[src/rtl/list_submit_pkg.sv]
package list_submit_pkg;
  localparam int unsigned REG_W    = 32;
  localparam logic [1:0]  OFS_ADDR = 2'd0;
  localparam logic [1:0]  OFS_ATTR = 2'd1;
  localparam logic [1:0]  OFS_STAT = 2'd2;
  localparam int unsigned NUM_LSB  = 24;
  localparam int unsigned STOP_BIT = 20;
  localparam int unsigned RDY_BIT  = 19;
  localparam int unsigned KIND_LSB = 16;
  localparam int unsigned KIND_W   = 3;

  typedef enum logic [KIND_W-1:0] {
    KIND_NORMAL   = 3'd0,
    KIND_SELFMOD  = 3'd1,
    KIND_DOORBELL = 3'd2
  } list_kind_e;

  function automatic logic kind_legal(input logic [KIND_W-1:0] k);
    return k inside {KIND_NORMAL, KIND_SELFMOD, KIND_DOORBELL};
  endfunction
endpackage

[src/rtl/list_submit_regs.sv]
module list_submit_regs
  import list_submit_pkg::*;
#(
  parameter int unsigned ADDR_W = 32,
  parameter int unsigned SIZE_W = 16,
  parameter int unsigned NUM_W  = 3
) (
  input  logic                 clk_i,
  input  logic                 rst_ni,
  input  logic                 wr_en_i,
  input  logic [1:0]           wr_ofs_i,
  input  logic [REG_W-1:0]     wr_data_i,
  input  logic [1:0]           rd_ofs_i,
  output logic [REG_W-1:0]     rd_data_o,
  input  logic                 ready_i,
  output logic [ADDR_W-1:0]    list_addr_o,
  output logic                 start_req_o,
  output logic                 stop_req_o,
  output logic [NUM_W-1:0]     req_num_o,
  output logic [KIND_W-1:0]    req_kind_o,
  output logic [SIZE_W-1:0]    req_size_o,
  output logic                 err_o
);
  logic              attr_wr, wr_stop, legal, attr_take, bad_req, err_clr;
  logic [NUM_W-1:0]  num_q;
  logic [KIND_W-1:0] kind_q;
  logic [SIZE_W-1:0] size_q;
  logic [ADDR_W-1:0] addr_q;
  logic              err_q;

  assign attr_wr    = wr_en_i && (wr_ofs_i == OFS_ATTR);
  assign wr_stop    = wr_data_i[STOP_BIT];
  assign req_num_o  = wr_data_i[NUM_LSB +: NUM_W];
  assign req_kind_o = wr_data_i[KIND_LSB +: KIND_W];
  assign req_size_o = wr_data_i[SIZE_W-1:0];
  assign legal      = (req_size_o != '0) && kind_legal(req_kind_o);
  assign attr_take  = attr_wr && (wr_stop || ready_i);
  assign start_req_o = attr_wr && !wr_stop && ready_i && legal;
  assign bad_req    = attr_wr && !wr_stop && ready_i && !legal;
  assign stop_req_o = attr_wr && wr_stop;
  assign err_clr    = wr_en_i && (wr_ofs_i == OFS_STAT) && wr_data_i[0];

  always_ff @(posedge clk_i or negedge rst_ni) begin
    if (!rst_ni) begin
      addr_q <= '0;
      num_q  <= '0;
      kind_q <= '0;
      size_q <= '0;
      err_q  <= 1'b0;
    end else begin
      if (wr_en_i && (wr_ofs_i == OFS_ADDR) && ready_i) addr_q <= wr_data_i[ADDR_W-1:0];
      if (attr_take) begin
        num_q  <= req_num_o;
        kind_q <= req_kind_o;
        size_q <= req_size_o;
      end
      if (bad_req)      err_q <= 1'b1;
      else if (err_clr) err_q <= 1'b0;
    end
  end

  assign list_addr_o = addr_q;
  assign err_o       = err_q;

  always_comb begin
    rd_data_o = '0;
    unique case (rd_ofs_i)
      OFS_ADDR: rd_data_o[ADDR_W-1:0] = addr_q;
      OFS_ATTR: begin
        rd_data_o[NUM_LSB +: NUM_W]   = num_q;
        rd_data_o[RDY_BIT]            = ready_i;
        rd_data_o[KIND_LSB +: KIND_W] = kind_q;
        rd_data_o[SIZE_W-1:0]         = size_q;
      end
      OFS_STAT: rd_data_o[0] = err_q;
      default:  rd_data_o = '0;
    endcase
  end

  // error only rises after an attribute write
  assert_err_source_R4: assert property (@(posedge clk_i) disable iff (!rst_ni)
    $rose(err_q) |-> $past(attr_wr));
endmodule

[src/rtl/list_slot_table.sv]
module list_slot_table #(
  parameter int unsigned SLOTS = 8,
  parameter int unsigned NUM_W = 3
) (
  input  logic             clk_i,
  input  logic             rst_ni,
  input  logic [SLOTS-1:0] set_i,
  input  logic             stop_req_i,
  input  logic [NUM_W-1:0] stop_num_i,
  input  logic             frame_end_i,
  input  logic [NUM_W-1:0] frame_id_i,
  input  logic             done_i,
  input  logic [NUM_W-1:0] done_id_i,
  output logic [SLOTS-1:0] active_o,
  output logic [SLOTS-1:0] free_o,
  output logic             stop_valid_o,
  output logic [NUM_W-1:0] stop_num_o
);
  logic [SLOTS-1:0] active_q, pend_q, stop_take;
  logic             stop_valid_q;
  logic [NUM_W-1:0] stop_num_q;

  for (genvar g = 0; g < SLOTS; g++) begin : g_slot
    localparam logic [NUM_W-1:0] ID = NUM_W'(g);
    assign free_o[g] = active_q[g] &&
                       ((done_i && done_id_i == ID) ||
                        (frame_end_i && frame_id_i == ID && pend_q[g]));
    assign stop_take[g] = stop_req_i && stop_num_i == ID && active_q[g] && !free_o[g];

    always_ff @(posedge clk_i or negedge rst_ni) begin
      if (!rst_ni) begin
        active_q[g] <= 1'b0;
        pend_q[g]   <= 1'b0;
      end else begin
        active_q[g] <= set_i[g] || (active_q[g] && !free_o[g]);
        pend_q[g]   <= stop_take[g] || (pend_q[g] && !free_o[g] && !set_i[g]);
      end
    end

    // a slot only drops on a fetch-engine report
    assert_drop_cause_R7: assert property (@(posedge clk_i) disable iff (!rst_ni)
      $fell(active_q[g]) |-> $past(done_i || frame_end_i));
  end

  always_ff @(posedge clk_i or negedge rst_ni) begin
    if (!rst_ni) begin
      stop_valid_q <= 1'b0;
      stop_num_q   <= '0;
    end else begin
      stop_valid_q <= |stop_take;
      if (stop_req_i) stop_num_q <= stop_num_i;
    end
  end

  assign active_o     = active_q;
  assign stop_valid_o = stop_valid_q;
  assign stop_num_o   = stop_num_q;

  // a stop pulse always names a slot that is still held
  assert_stop_on_active_R8: assert property (@(posedge clk_i) disable iff (!rst_ni)
    stop_valid_q |-> active_q[stop_num_q]);
endmodule

[src/rtl/list_start_issue.sv]
module list_start_issue
  import list_submit_pkg::*;
#(
  parameter int unsigned ADDR_W = 32,
  parameter int unsigned SIZE_W = 16,
  parameter int unsigned SLOTS  = 8,
  parameter int unsigned NUM_W  = 3
) (
  input  logic              clk_i,
  input  logic              rst_ni,
  input  logic              init_done_i,
  input  logic              start_req_i,
  input  logic [ADDR_W-1:0] req_addr_i,
  input  logic [NUM_W-1:0]  req_num_i,
  input  logic [KIND_W-1:0] req_kind_i,
  input  logic [SIZE_W-1:0] req_size_i,
  input  logic [SLOTS-1:0]  active_i,
  input  logic [SLOTS-1:0]  free_i,
  output logic [SLOTS-1:0]  set_o,
  output logic              ready_o,
  output logic              start_valid_o,
  output logic [ADDR_W-1:0] start_addr_o,
  output logic [SIZE_W-1:0] start_size_o,
  output logic [KIND_W-1:0] start_kind_o,
  output logic [NUM_W-1:0]  start_num_o
);
  logic              init_q, hold_q;
  logic [ADDR_W-1:0] hold_addr_q;
  logic [SIZE_W-1:0] hold_size_q;
  logic [KIND_W-1:0] hold_kind_q;
  logic [NUM_W-1:0]  hold_num_q;
  logic              busy, go_new, go_held, launch;
  logic [NUM_W-1:0]  launch_num;

  // a slot freed this cycle counts as idle
  assign busy       = active_i[req_num_i] && !free_i[req_num_i];
  assign go_new     = start_req_i && !busy;
  assign go_held    = hold_q && free_i[hold_num_q];
  assign launch     = go_new || go_held;
  assign launch_num = go_held ? hold_num_q : req_num_i;
  assign set_o      = launch ? (SLOTS'(1) << launch_num) : '0;
  assign ready_o    = init_q && !hold_q;

  always_ff @(posedge clk_i or negedge rst_ni) begin
    if (!rst_ni) begin
      init_q        <= 1'b0;
      hold_q        <= 1'b0;
      hold_addr_q   <= '0;
      hold_size_q   <= '0;
      hold_kind_q   <= '0;
      hold_num_q    <= '0;
      start_valid_o <= 1'b0;
      start_addr_o  <= '0;
      start_size_o  <= '0;
      start_kind_o  <= '0;
      start_num_o   <= '0;
    end else begin
      init_q        <= init_q || init_done_i;
      start_valid_o <= launch;
      if (start_req_i && busy) begin
        hold_q      <= 1'b1;
        hold_addr_q <= req_addr_i;
        hold_size_q <= req_size_i;
        hold_kind_q <= req_kind_i;
        hold_num_q  <= req_num_i;
      end else if (go_held) begin
        hold_q <= 1'b0;
      end
      if (go_held) begin
        start_addr_o <= hold_addr_q;
        start_size_o <= hold_size_q;
        start_kind_o <= hold_kind_q;
        start_num_o  <= hold_num_q;
      end else if (go_new) begin
        start_addr_o <= req_addr_i;
        start_size_o <= req_size_i;
        start_kind_o <= req_kind_i;
        start_num_o  <= req_num_i;
      end
    end
  end

  // a parked start always waits on a slot that is held
  assert_hold_on_busy_R5: assert property (@(posedge clk_i) disable iff (!rst_ni)
    hold_q |-> active_i[hold_num_q]);
  // leaving the parked state coincides with a launch
  assert_unpark_launch_R6: assert property (@(posedge clk_i) disable iff (!rst_ni)
    $fell(hold_q) |-> start_valid_o);
  // launches never carry a zero length or reserved kind
  assert_launch_legal_R3: assert property (@(posedge clk_i) disable iff (!rst_ni)
    start_valid_o |-> (start_size_o != '0) && kind_legal(start_kind_o));
endmodule

[src/rtl/list_submit_ctrl.sv]
module list_submit_ctrl
  import list_submit_pkg::*;
#(
  parameter int unsigned ADDR_W = 32,
  parameter int unsigned SIZE_W = 16,
  parameter int unsigned SLOTS  = 8,
  localparam int unsigned NUM_W = $clog2(SLOTS)
) (
  input  logic              clk_i,
  input  logic              rst_ni,
  input  logic              init_done_i,
  input  logic              reg_wr_i,
  input  logic [1:0]        reg_wr_ofs_i,
  input  logic [31:0]       reg_wdata_i,
  input  logic [1:0]        reg_rd_ofs_i,
  output logic [31:0]       reg_rdata_o,
  input  logic              frame_end_i,
  input  logic [NUM_W-1:0]  frame_end_id_i,
  input  logic              list_done_i,
  input  logic [NUM_W-1:0]  list_done_id_i,
  output logic              start_valid_o,
  output logic [ADDR_W-1:0] start_addr_o,
  output logic [SIZE_W-1:0] start_size_o,
  output logic [2:0]        start_type_o,
  output logic [NUM_W-1:0]  start_num_o,
  output logic              stop_valid_o,
  output logic [NUM_W-1:0]  stop_num_o,
  output logic [SLOTS-1:0]  active_o
);
  logic              ready, start_req, stop_req, err;
  logic [ADDR_W-1:0] list_addr;
  logic [NUM_W-1:0]  req_num;
  logic [KIND_W-1:0] req_kind;
  logic [SIZE_W-1:0] req_size;
  logic [SLOTS-1:0]  set_vec, free_vec, active;

  list_submit_regs #(.ADDR_W(ADDR_W), .SIZE_W(SIZE_W), .NUM_W(NUM_W)) i_regs (
    .clk_i, .rst_ni,
    .wr_en_i(reg_wr_i), .wr_ofs_i(reg_wr_ofs_i), .wr_data_i(reg_wdata_i),
    .rd_ofs_i(reg_rd_ofs_i), .rd_data_o(reg_rdata_o), .ready_i(ready),
    .list_addr_o(list_addr), .start_req_o(start_req), .stop_req_o(stop_req),
    .req_num_o(req_num), .req_kind_o(req_kind), .req_size_o(req_size), .err_o(err)
  );

  list_slot_table #(.SLOTS(SLOTS), .NUM_W(NUM_W)) i_slots (
    .clk_i, .rst_ni, .set_i(set_vec),
    .stop_req_i(stop_req), .stop_num_i(req_num),
    .frame_end_i, .frame_id_i(frame_end_id_i),
    .done_i(list_done_i), .done_id_i(list_done_id_i),
    .active_o(active), .free_o(free_vec),
    .stop_valid_o, .stop_num_o
  );

  list_start_issue #(.ADDR_W(ADDR_W), .SIZE_W(SIZE_W), .SLOTS(SLOTS), .NUM_W(NUM_W)) i_issue (
    .clk_i, .rst_ni, .init_done_i,
    .start_req_i(start_req), .req_addr_i(list_addr), .req_num_i(req_num),
    .req_kind_i(req_kind), .req_size_i(req_size),
    .active_i(active), .free_i(free_vec), .set_o(set_vec), .ready_o(ready),
    .start_valid_o, .start_addr_o, .start_size_o, .start_kind_o(start_type_o),
    .start_num_o
  );

  assign active_o = active;

  // the launched slot is marked active in the launch cycle
  assert_launch_active_R3: assert property (@(posedge clk_i) disable iff (!rst_ni)
    start_valid_o |-> active[start_num_o]);
  // no launch before the init-done input has been seen
  assert_no_launch_pre_init_R1: assert property (@(posedge clk_i) disable iff (!rst_ni)
    $rose(start_valid_o) |-> $past(ready || err || active != '0));
endmodule

[config.mk]
export PLATFORM = sky130hd
export DESIGN_NAME = list_submit_ctrl
export DESIGN_NICKNAME = d
export VERILOG_FILES = /design/src/rtl/list_submit_pkg.sv /design/src/rtl/list_submit_regs.sv /design/src/rtl/list_slot_table.sv /design/src/rtl/list_start_issue.sv /design/src/rtl/list_submit_ctrl.sv
export SDC_FILE = /design/constraint.sdc
export NUM_CORES = 1
export LEC_CHECK = 0
export BUFFER_PORTS_ARGS = -buffer_cell sky130_fd_sc_hd__buf_2
export CAP_MARGIN = 20
export CORE_ASPECT_RATIO = 1.2
export CORE_UTILIZATION = 51
export DETAILED_ROUTE_END_ITERATION = 8
export PLACE_DENSITY = 0.74
export RECOVER_POWER = 100
export SLEW_MARGIN = 10
export SYNTH_ARGS = -nofsm -noshare
export SYNTH_HDL_FRONTEND = slang
export SYNTH_HIERARCHICAL = 1
export SYNTH_SLANG_ARGS = --single-unit
[constraint.sdc]
create_clock -name clk_i -period 2.8 [get_ports clk_i]
set_clock_uncertainty 0.2 [all_clocks]
set_input_delay 0.56 -clock clk_i [delete_from_list [all_inputs] [get_ports clk_i]]
set_output_delay 0.56 -clock clk_i [all_outputs]
set_load 0.02 [all_outputs]
Word-level counts from Yosys, hierarchy flattened
Cells that the tools add are included.
{"block": "totals", "in_bits": 48, "regBits": 186, "word_cells": 246, "output_inout_bits": 99}
{"block": "classes", "mux": 25, "shifts": 1, "n_lt_le_gt_ge": 2, "n_eq_ne": 27, "reduce_logical": 157}
{"operator": "logical AND 1 bit", "count": 97}
{"operator": "two-way mux 32 bit", "count": 2}
{"operator": "case mux 19 bit (2 select lines)", "count": 1}
{"operator": "equality test 3 bit, second input constant", "count": 12}
{"operator": "two-way mux 16 bit", "count": 2}
{"operator": "logical OR 1 bit", "count": 27}
{"operator": "equality test 3 x 2 -> 1 bit, second input constant", "count": 7}
{"operator": "logical NOT 1 bit", "count": 21}
{"operator": "nonzero test 16 bit", "count": 1}
{"operator": "two-way mux 3 bit", "count": 5}
{"operator": "equality test 3 x 1 -> 1 bit, second input constant", "count": 4}
{"operator": "logical NOT 3 bit", "count": 4}
{"operator": "binary-select mux 1 bit (select 3 bit)", "count": 3}
{"operator": "< comparator 3 x 4 -> 1 bit, second input constant", "count": 2}
{"operator": "two-way mux 8 bit", "count": 1}
{"operator": "OR reduction 8 bit", "count": 1}
{"operator": "left shift 1 x 3 -> 8 bit, first input constant", "count": 1}
{"operator": "two-way mux 1 bit", "count": 7}
{"operator": "case mux 3 bit (2 select lines)", "count": 1}
{"operator": "nonzero test 2 bit", "count": 3}
{"operator": "two-way mux 5 bit", "count": 1}
{"operator": "equality test 2 x 1 -> 1 bit, second input constant", "count": 2}
{"operator": "equality test 2 bit, second input constant", "count": 2}
{"operator": "logical NOT 2 bit", "count": 2}
{"operator": "3 further kinds", "count": 3}

Logic depth before layout (Yosys ltp)
{"block": "logic_depth", "word_depth": 16, "depth_mapped": 13}

By module
The synthesis kept the hierarchy.
{"mod": "list_start_issue", "cells_per_inst": 416, "area_per_inst_um2": 5004.8, "seq_area_each_um2": 2777.7, "n_inst": 1}
{"mod": "list_submit_regs", "cells_per_inst": 216, "area_per_inst_um2": 2879.0, "seq_area_each_um2": 1376.3, "n_inst": 1}
{"mod": "list_slot_table", "cells_per_inst": 112, "area_per_inst_um2": 1103.6, "seq_area_each_um2": 500.5, "n_inst": 1}

Worst setup path before layout
Ideal clock, no wire load.
{"block": "synth_path", "path_kind": "input-to-reg", "from": "input port frame_end_id_i[2]", "to": "register i_slots.pend_q[6]", "stages": 13, "path_buffers": 2, "setup_ns": 0.122, "t_required_ns": 2.478, "arrival_ns": 2.739, "setup_slack_ns": -0.260, "cell_sequence": "and2b_4 > a41oi_2 > nor2b_1 > nor2b_1 > mux4_2 > o2bb2ai_2 > buf_4 > buf_6 > nand3_1 > a21oi_1 > inv_1 > a21oi_1 > nor2_1"}
{"block": "synth_via", "elab_chain_len": 16, "word_cells_on_any_way": 59, "classes_between": "7 x eq/ne; 1 x shift; 6 x mux; 45 x reduce/logical"}
{"item": "start: declaration", "line_no": "list_submit_ctrl.sv:18", "rtl": "input logic [NUM_W-1:0] frame_end_id_i,"}
{"item": "equality test 3 x 2 -> 1 bit *", "line_no": "list_slot_table.sv:27", "rtl": "(frame_end_i && frame_id_i == ID && pend_q[g]));"}
{"item": "logical AND 1 bit * (2 in series)", "line_no": "list_slot_table.sv:27"}
{"item": "logical OR 1 bit *", "line_no": "list_slot_table.sv:26", "rtl": "((done_i && done_id_i == ID) ||"}
{"item": "logical AND 1 bit *", "line_no": "list_slot_table.sv:25", "rtl": "assign free_o[g] = active_q[g] &&"}
{"item": "net free_vec[3]", "line_no": "list_submit_ctrl.sv:35", "rtl": "logic [SLOTS-1:0] set_vec, free_vec, active;"}
{"item": "binary-select mux 1 bit (select 3 bit)", "line_no": "list_start_issue.sv:36", "rtl": "assign busy = active_i[req_num_i] && !free_i[req_num_i];"}
{"item": "two-way mux 1 bit (not written as such)", "line_no": "list_start_issue.sv:36"}
{"item": "logical NOT 1 bit", "line_no": "list_start_issue.sv:36"}
{"item": "logical AND 1 bit", "line_no": "list_start_issue.sv:36"}
{"item": "logical NOT 1 bit", "line_no": "list_start_issue.sv:37", "rtl": "assign go_new = start_req_i && !busy;"}
{"item": "logical AND 1 bit", "line_no": "list_start_issue.sv:37"}
{"item": "logical OR 1 bit", "line_no": "list_start_issue.sv:39", "rtl": "assign launch = go_new || go_held;"}
{"item": "two-way mux 8 bit *", "line_no": "list_start_issue.sv:41", "rtl": "assign set_o = launch ? (SLOTS'(1) << launch_num) : '0;"}
{"item": "net set_vec[6]", "line_no": "list_submit_ctrl.sv:35"}
{"item": "logical NOT 1 bit *", "line_no": "list_slot_table.sv:36", "rtl": "pend_q[g] <= stop_take[g] || (pend_q[g] && !free_o[g] && !set_i[g]);"}
{"item": "logical AND 1 bit *", "line_no": "list_slot_table.sv:36"}
{"item": "logical OR 1 bit *", "line_no": "list_slot_table.sv:36"}
{"item": "end signal: indexed assignment", "line_no": "list_slot_table.sv:36"}
{"item": "end: declaration", "line_no": "list_slot_table.sv:19", "rtl": "logic [SLOTS-1:0] active_q, pend_q, stop_take;"}
Mark *: on every way through the listed nets, which the timed path passes. The rest lies on a longest branch. The select of a mux whose other input is x is not followed.
A chain may end at the register's enable or synchronous reset.

Final worst setup path
{"block": "layout_path", "from": "input port reg_wdata_i[10]", "to": "register i_issue.start_addr_o[10]"}
{"block": "layout_via", "elab_chain_len": 5}
{"item": "start: declaration", "line_no": "list_submit_ctrl.sv:14", "rtl": "input logic [31:0] reg_wdata_i,"}
{"item": "nonzero test 16 bit", "line_no": "list_submit_regs.sv:36", "rtl": "assign legal = (req_size_o != '0) && kind_legal(req_kind_o);"}
{"item": "logical AND 1 bit", "line_no": "list_submit_regs.sv:36"}
{"item": "logical AND 1 bit", "line_no": "list_submit_regs.sv:38", "rtl": "assign start_req_o = attr_wr && !wr_stop && ready_i && legal;"}
{"item": "net start_req", "line_no": "list_submit_ctrl.sv:30", "rtl": "logic ready, start_req, stop_req, err;"}
{"item": "logical AND 1 bit", "line_no": "list_start_issue.sv:37"}
{"item": "nonzero test 2 bit (no line)"}
{"item": "end signal: assignment", "line_no": "list_start_issue.sv:70", "rtl": "start_addr_o <= hold_addr_q;"}
{"item": "end signal: assignment", "line_no": "list_start_issue.sv:75", "rtl": "start_addr_o <= req_addr_i;"}
{"item": "end: declaration", "line_no": "list_start_issue.sv:22", "rtl": "output logic [ADDR_W-1:0] start_addr_o,"}
The timed path passes the listed nets, and every way through them passes these cells.

==> results.md <==
* Buf/Inv on CP at 4
* Antenna Nets Post-Route at 0
* Die ar. at 18200 um2
* Post-route DRC at 0
* Layout cells sized above 1 at 0.244
* Critical Path Sink: i_issue/start_addr_o[10]$_DFFE_PN0P_
* Largest net degree at the start of global routing at 63
* CTS tree: yes
* Die Wd at 123 um
* Worst Setup End Kind: flip-flop
* Crit path depth at 11
* Top_reg_cell synth: dfrtp_1
* Final nets at 970
* Grt total ovfl at 0
* First-pass GRT wire length at 33100 um
* Drt pass-1 iters at 4
* Worst slew margin relative to its limit at -0.0541
* Seq/Total Area, Yosys at 0.518
* Status: finished, violations left
* Initial antenna violation count at 1
* CP required at 2940 ps
* Delay of the slowest critical-path stage at 540 ps
* FMAX at 0.361 GHz
* Clock tree root buffer cell: clkbuf_16
* Crit Path Max Fanout at 13
* Clk slew on worst S/H paths at 70 ps
* DR iter-0 viols at 302
* R2r startpoint: i_slots/pend_q[3]$_DFF_PN0_
* HPWL Detailed at 14700 um
* Period utilisation layout at 0.989
* Post-synth ARST share at 1.00
* Slowest cell on crit path: nor4_1
* CTS buffer count at 17
* Maxcap violations at 1
* Warnings, synthesis at 6
* R2R setup slack at 130 ps
* Mapped Nets at 792
* DP Worst Slack at -432 ps
* GRT Util Overall at 0.240
* CP Class: in2reg
* Vias/cell at 5.45
* Setup crit start: reg_wdata_i[10]
* Die extent in y at 147 um
* Reg2Reg Depth at 9
* Final hold vios at 0
* Period minus WS final at 2770 ps
* Syn avg cell area at 12.1 um2
* WP data arrival at 2910 ps
* Core area at 17000 um2
* Failing checks: max-capacitance violations, max-slew violations
* Post-synthesis cell count at 744
* P&R area growth vs syn at 17.6%
* Top Family by Delay on Critical Path: simple AND/OR/NAND/NOR gates
* Post-Syn Area at 8990 um2
* Final Slew Violations at 63
* Number of top-level pins at 147
* Clock tree buffer depth at 2
* Number of synthesized register bits at 186
* Post-Route WL at 20800 um
* Tightest Hold Check Type: in2reg
* Most common cell after layout, fill and taps aside: dfrtp_1
* Per-cell routed wire length at 18.1 um
* Final worst setup slack at 30.0 ps
* Setup violators final at 0
* Worst vdd ir at 0.490 mV
* Num Clock Sinks at 186
* Pwr per Cell Area at 813 nW/um2
* Worst R2R End: i_issue/start_addr_o[10]$_DFFE_PN0P_
* Placer Congestion at 0.890
* Rows at 52
* RSZ-0062 raised after global routing: false
* Fillers at 1430
* Setup TNS at 0 ps
* Via count at 6278
* Critical Path, Cell by Cell: buf_2, nor4_1, buf_4, nand4_1, and4_2, and2_1, o2bb2ai_4, buf_12, buf_4, mux2i_1, o21ai_0
* Commonest cells after routing, fill and taps aside: 186 x dfrtp_1, 84 x clkbuf_1, 76 x mux2i_1
* Crit path launch type: input port
* Most common cell on crit path: buf_4
* Least-Margin Pin Slew at 1580 ps
* Lkg Pwr at 4.76 nW
* Worst-Skew Late Latency at 420 ps
* Antenna diodes at 0
* Synth cell types at 56
* Initial Util at 0.527
* I/O Buffers at 146
* H-tree depth at 4
* Vias in the first global route at 6268
* Post-synth EDFFs at 0
synth_stat cells (5+ instances only):
| library cell | number | area share |
|---|---|---|
| and2_1 | 15 | 0.010 |
| nand4_1 | 7 | 0.0049 |
| o21ai_0 | 28 | 0.016 |
| a32oi_1 | 5 | 0.0049 |
| nand3_1 | 7 | 0.0039 |
| nor2_1 | 40 | 0.017 |
| mux2_2 | 35 | 0.044 |
| nand2b_1 | 10 | 0.0070 |
| nand2_1 | 71 | 0.030 |
| buf_6 | 13 | 0.016 |
| buf_4 | 25 | 0.021 |
| mux2_4 | 29 | 0.048 |
| buf_2 | 8 | 0.0045 |
| nor2b_1 | 18 | 0.013 |
| o21ai_1 | 29 | 0.016 |
| a21oi_1 | 14 | 0.0078 |
| mux2i_1 | 76 | 0.085 |
| inv_1 | 10 | 0.0042 |
| mux2_1 | 49 | 0.061 |
| dfrtp_1 | 186 | 0.52 |
| clkbuf_1 | 13 | 0.0054 |
layout make-up:
| class | count | area (um2) | area share |
|---|---|---|---|
| multi-input combinational | 487 | 3770 | 0.357 |
| clock inverter | 9 | 61.3 | 0.00580 |
| timing repair buffer | 220 | 1280 | 0.121 |
| inverter | 10 | 37.5 | 0.00355 |
| clock buffer | 23 | 498 | 0.0471 |
| tap | 216 | 270 | 0.0256 |
| sequential | 186 | 4650 | 0.440 |
how the worst min path moves through the flow:
stage | startpoint | to | slack [ps] | cells past startpoint
after floorplan | rst_ni | i_issue/hold_addr_q[0]$_DFFE_PN0P_ | 60 | 0
after global placement | i_issue/init_q$_DFF_PN0_ | i_issue/init_q$_DFF_PN0_ | 250 | 1
after detailed placement | i_issue/init_q$_DFF_PN0_ | i_issue/init_q$_DFF_PN0_ | 250 | 1
after CTS | init_done_i | i_issue/init_q$_DFF_PN0_ | 110 | 2
after global routing | init_done_i | i_issue/init_q$_DFF_PN0_ | 130 | 2
final | init_done_i | i_issue/init_q$_DFF_PN0_ | 130 | 2
flip-flops by register name, summed over array words and instances (netlist names), 3 cells and up:
signal and count:
i_slots/active_o 8, i_regs/num_q 3, i_issue/hold_kind_q 3, i_issue/start_addr_o 32
i_issue/hold_num_q 3, i_issue/start_kind_o 3, i_issue/start_num_o 3, i_slots/pend_q 8
i_regs/list_addr_o 32, i_regs/size_q 16, i_issue/hold_size_q 16, i_regs/kind_q 3
i_issue/start_size_o 16, i_slots/stop_num_o 3, i_issue/hold_addr_q 32
layer usage:
layer  track usage  wire, um  share of wire  up-vias
met2         0.396     10500           0.50      140
met1         0.318      9150           0.44     3161
met5             0        12        0.00058        -
li1              -         -              -     2947
met3        0.0478       875          0.042       28
met4        0.0759       309          0.015        2
kinds of logic (layout without fill, tap and decap cells):
group	Yosys count	in the layout	share of synthesized area
flip-flops	186	186	0.518
multiplexers	192	192	0.246
AO/OA/AOI/OAI	101	101	0.0721
buffers and inverters	71	262	0.0557
AND/OR/NAND/NOR	194	194	0.108
through the flow:
step	util	instance area [um2]	instances	hold WS (ps)	total power [mW]
6_report	0.620	10600	1151	130	8.60
3_3_place_gp	0.603	10300	1116	247	6.55
2_1_floorplan	-	9080	744	64.4	5.65
5_1_grt	0.620	10600	1151	130	9.07
3_5_place_dp	0.603	10300	1116	251	6.63
4_1_cts	0.636	10800	1149	110	8.92
what timing repair did:
action                                  4_1_cts  5_1_grt
endpoints found under the setup margin        0       63
endpoints found under the hold margin        58        0
resized for setup                             0        6
hold buffers                                  1        0
setup buffers                                 0        1
where the power goes:
| group | switching [mW] | leakage [nW] | total, mW | internal (mW) |
|---|---|---|---|---|
| combinational | 1.40 | 2.10 | 2.31 | 0.910 |
| sequential | 0.555 | 2.38 | 4.02 | 3.46 |
| clock | 1.01 | 0.276 | 2.26 | 1.26 |
| total | 2.97 | 4.76 | 8.60 | 5.63 |
Power figures use the tool's default switching activity.
